==> config.mk <==
export PLATFORM = sky130hd
export DESIGN_NAME = pgsram_rd_seq
export DESIGN_NICKNAME = d
export VERILOG_FILES = /design/src/rtl/pgsram_rd_seq.sv
export SDC_FILE = /design/constraint.sdc
export NUM_CORES = 1
export LEC_CHECK = 0
export ABC_AREA = 1
export BUFFER_PORTS_ARGS = -buffer_cell sky130_fd_sc_hd__buf_2
export CAP_MARGIN = 15
export CORE_ASPECT_RATIO = 0.7
export CORE_UTILIZATION = 49
export DETAILED_ROUTE_END_ITERATION = 16
export PLACE_DENSITY = 0.8
export SYNTH_ARGS = -nofsm -noshare
export SYNTH_HDL_FRONTEND = slang
export SYNTH_SLANG_ARGS = --single-unit
export TNS_END_PERCENT = 100
==> constraint.sdc <==
create_clock -name clk -period 3.22 [get_ports clk]
set_input_delay 0.805 -clock clk [delete_from_list [all_inputs] [get_ports clk]]
set_output_delay 0.805 -clock clk [all_outputs]
set_load 0.01 [all_outputs]
==> src/rtl/pgsram_rd_seq.sv <==
module pgsram_rd_seq #(
  parameter int AW = 28,
  parameter int DW = 32,
  parameter int WW = 4
) (
  input  logic          clk,
  input  logic          rst_n,
  input  logic          req_valid,
  output logic          req_ready,
  input  logic [AW-1:0] req_addr,
  input  logic [1:0]    req_width,
  input  logic [WW-1:0] req_first_wait,
  input  logic [WW-1:0] req_page_wait,
  input  logic          req_lane_pol,
  output logic          mem_cs_n,
  output logic          mem_oe_n,
  output logic [3:0]    mem_be_n,
  output logic [AW-1:0] mem_addr,
  input  logic [DW-1:0] mem_rdata,
  output logic          rd_valid,
  output logic [DW-1:0] rd_data,
  output logic [3:0]    rd_index,
  output logic          done
);
  localparam int IW = 4;

  logic          busy;
  logic [IW-1:0] idx, last_idx, nidx;
  logic [WW-1:0] cnt, first_q, page_q;
  logic [AW-1:0] base_q, step;
  logic [1:0]    wid_q;
  logic          pol_q;
  logic          accept;

  assign accept    = req_valid & ~busy;
  assign req_ready = ~busy;
  assign mem_cs_n  = ~busy;
  assign mem_oe_n  = ~busy;
  assign mem_be_n  = (busy & pol_q) ? 4'b0000 : 4'b1111;
  assign mem_addr  = base_q + step;
  assign nidx      = idx + 1'b1;

  always_comb begin
    case (wid_q)
      2'b00: begin last_idx = 4'd3;  step = AW'(idx) << 2; end
      2'b01: begin last_idx = 4'd7;  step = AW'(idx) << 1; end
      default: begin last_idx = 4'd15; step = AW'(idx); end
    endcase
  end

  always_ff @(posedge clk) begin
    if (!rst_n) begin
      busy     <= 1'b0;
      idx      <= '0;
      cnt      <= '0;
      first_q  <= '0;
      page_q   <= '0;
      base_q   <= '0;
      wid_q    <= 2'b00;
      pol_q    <= 1'b0;
      rd_valid <= 1'b0;
      rd_data  <= '0;
      rd_index <= '0;
      done     <= 1'b0;
    end else begin
      rd_valid <= 1'b0;
      done     <= 1'b0;
      if (accept) begin
        base_q  <= {req_addr[AW-1:4], 4'b0000};
        wid_q   <= req_width;
        first_q <= req_first_wait;
        page_q  <= req_page_wait;
        pol_q   <= req_lane_pol;
        idx     <= '0;
        cnt     <= req_first_wait;
        busy    <= 1'b1;
      end else if (busy) begin
        if (cnt == '0) begin
          rd_valid <= 1'b1;
          rd_data  <= mem_rdata;
          rd_index <= idx;
          if (idx == last_idx) begin
            busy <= 1'b0;
            done <= 1'b1;
          end else begin
            idx <= nidx;
            cnt <= (nidx[1:0] == 2'b00) ? first_q : page_q;
          end
        end else begin
          cnt <= cnt - 1'b1;
        end
      end
    end
  end

  a_r4_addr_held_in_access: assert property (@(posedge clk) disable iff (!rst_n)
    (busy && $past(busy) && $past(cnt) != '0) |-> $stable(mem_addr));

  a_r2_index_steps_by_one: assert property (@(posedge clk) disable iff (!rst_n)
    (busy && $past(busy) && idx != $past(idx)) |-> idx == $past(idx) + 4'd1);

  a_r7_valid_after_access_end: assert property (@(posedge clk) disable iff (!rst_n)
    rd_valid |-> ($past(busy) && $past(cnt) == '0));

  a_r8_done_on_final_read: assert property (@(posedge clk) disable iff (!rst_n)
    done |-> (rd_valid && rd_index == last_idx && req_ready));

  a_r9_base_held_while_busy: assert property (@(posedge clk) disable iff (!rst_n)
    (busy && $past(busy)) |-> $stable(base_q));
endmodule

==> flow_summary_export.csv <==
group,metric,value,unit
run_status,outcome,"finished, violations left",
run_status,violations,"negative setup slack",
sta,relSlewSlack,0.6204,
global_route,grt_max_degree,61,
worst_setup_path,max_stage_delay,360,ps
synthesis,synth_area,3824,µm²
global_route,gr-total-overflow,0,
clocking,cts_tree,"done",
synthesis,synth_flop_cell,"dfxtp_1",
worst_setup_path,cp_max_fo,5,
synthesis,netlist_top_cells_area,"dfxtp_1, nor2_1, o21ai_0",
die,io_pins,147,
global_route,grt_pass1_wl,16.37,mm
synthesis,syn_inst,546,
min_path,min_path_type,"reg -> reg",
clocking,clock_sinks,82,
sta,fmaxAchievable,305.0,MHz
synthesis,synth-seq-cells,82,
sta,grt_setup_unrepaired,"true",
detailed_routing,drc_errors,0,
global_route,grt_antenna_before_repair,0,
synthesis,synth.yosys.seq_area_share,0.4293,
detailed_routing,drtPass1Iterations,5,
finish,n_antenna_cell,0,
synthesis,yosysWarningCount,0,
detailed_routing,wl_met2,4.533,mm
detailed_routing,vias,4000,
finish,area_delta_synth_final,25.92,%
synthesis,synth_area_per_cell,7.003,µm²
synthesis,syn_nets,626,
placed_design,place_area,4571,µm²
placed_design,routabilityCongestion,0.9315,
sta,worstMarginPinSlew,568.5,ps
detailed_routing,drtAntennaViolNets,0,
global_route,grt_pass1_vias,3601,
clocking,clk_pin_slew,80,ps
worst_setup_path,arrival,2470,ps
placed_design,numPortBuffers,142,
power_and_ir_drop,cellPowerDensity,469.6,nW/µm²
synthesis,synth_cell_types,28,
worst_setup_path,start_kind,"register",
detailed_routing,met1_length,4.535,mm
sta,post-route-min-period,3279,ps
die,initial_core_util,0.5155,
worst_setup_path,required,2410,ps
finish,fillers,693,
clocking,root_buffer,"clkbuf_8",
die,core_area,7417,µm²
detailed_routing,via_per_inst,5.102,
power_and_ir_drop,power,2.261,mW
detailed_routing,routed_wl,10.03,mm
sta,finalCritPeriodShare,1.018,
worst_setup_path,cp_slowest_cell,"fa_2",
synthesis,synthArstFlopShare,0,
job,drv_cap,0,
detailed_routing,dr_wl_met3,779,µm
power_and_ir_drop,ir_drop,0.2576,mV
sta,setup_ws,-58.80,ps
placed_design,dp_slack,87.42,ps
finish,final_util,0.6491,
detailed_routing,drt_iter0_drc,273,
clocking,clk_latency,340,ps
sta,fin_worst_skew,9.841,ps
worst_setup_path,critPathCaptureType,"primary output",
synthesis,synth_top_area_frac,0.4293,
synthesis,synth_top_area_cell,"dfxtp_1",
die,chipWidth,107.6,µm
detailed_routing,wl_per_cell,12.79,µm
detailed_routing,maxUsedRoutingLayer,"met4",
finish,regArea,1644,µm²
die,dieArea,8166,µm²
sta,setup_tns,-124.5,ps
sta,setup-violations-final,3,
die,rows,26,
worst_setup_path,crit_type,"reg -> out",
synthesis,synth_common_cells,"nor2_1, nand2_1, dfxtp_1, o21ai_0, inv_1",
power_and_ir_drop,p_leak,2.341,nW
global_route,grt_use_total,0.2506,
clocking,cts_buffers,9,
sta,finalHoldViolCount,0,
finish,final_nets,761,
die,die_h,75.91,µm
synthesis,synth_edf_count,0,
clocking,clock_path_buffers,2,
worst_setup_path,path_cells,"nor2_4 > ha_4 > a21oi_2 > nor2_1 > ha_2 > inv_2 > fa_2 > nor3_4 > nand3_2 > nor2_2 > xor2_1 > buf_2",
clocking,cts_htree_levels,3,
synthesis,yosysMostFrequentCell,"nor2_1",
sta,slew_violations,0,
finish,multi_input_area,1927,µm²
finish,drive_above_1_share,0.2857,
placed_design,dp_hpwl,7.341,mm
finish,stdcell_area,4815,µm²
-- layout make-up --
class,instances,area share
Inverter,44,0.03430
Clock inverter,6,0.008316
Clock buffer,10,0.02859
Timing Repair Buffer,151,0.1616
Sequential cell,82,0.3415
Tap cell,98,0.02547
Multi-Input combinational cell,393,0.4002
-- cells in the final DEF, fill, tap and decap left out, types with 2 or more instances in the layout --
master,count
inv_2,5
xnor2_1,2
nor2_1,132
xor2_1,16
nor3_1,5
buf_4,9
o22ai_1,4
nor3_2,2
nor2_2,3
dfxtp_2,2
clkbuf_8,10
o221ai_1,2
nand3_1,9
inv_1,39
o21ai_0,73
nand2_2,5
ha_1,3
clkinv_2,3
nand2_1,92
dfxtp_1,80
nor2_4,6
a21oi_1,25
buf_2,142
nand4_1,3
nand3b_1,3
-- power breakdown --
part,switching [mW],leakage [nW],internal (mW)
logic,0.264,1.57,0.170
registers,0.0555,0.675,1.10
clock network,0.367,0.0924,0.301
-- layer usage --
layer  track usage  vias up
li1              -     2004
met2        0.3955      175
met1        0.3224     1803
met3       0.07745       18
met4       0.08767        0
met5             0        -
-- cell families (layout without fill, tap and decap cells) --
family	count (synthesis)	in the layout	share of synthesized area
AO/OA/AOI/OAI	106	106	0.1420
XOR/XNOR	18	18	0.04123
buffers and inverters	71	211	0.07951
AND/OR/NAND/NOR	263	263	0.2863
adder cells (fa/ha/maj)	6	6	0.02160
flip-flops	82	82	0.4293
-- critical path, delay by kind of cell, from the launching register on --
kind / cells / cell delay, ps
xor+xnor: 1 / 140
fa+ha+maj: 3 / 680
buf+inv: 2 / 180
compound gates: 1 / 30
simple gates: 5 / 750
flops: 1 / 340
-- sequential cells by signal, indices dropped and copies added, names as in the netlist, 2 cells and up --
register / cells
base_q: 24
cnt: 4
first_q: 4
idx: 4
page_q: 4
rd_data: 32
rd_index: 4
wid_q: 2
-- worst paths after layout --
check / cells after the start / slack [ps] / to / from
worst max-delay path: 12 / -60 / mem_addr[18] / wid_q[1]
worst min-delay path: 2 / 480 / first_q[2] / first_q[2]
worst max register to register: 8 / 1330 / rd_data[0] / cnt[0]
worst min register to register: 2 / 480 / first_q[2] / first_q[2]
-- metrics by stage --
stage          std cells  hold WS [ps]
2_1_floorplan        546         428.1
3_3_place_gp         766         445.5
3_5_place_dp         766         463.3
4_1_cts              783         477.0
5_1_grt              784         509.9
6_report             784         477.4
-- repair_timing --
action / in CTS / in global routing
hold buffers: 0 / 0
gates cloned: 0 / 0
resized for setup: 11 / 5
pin swaps: 4 / 2
setup buffers: 1 / 2
endpoints found under the setup margin: 9 / 12
Note: power is estimated with default switching activity, not from simulation.
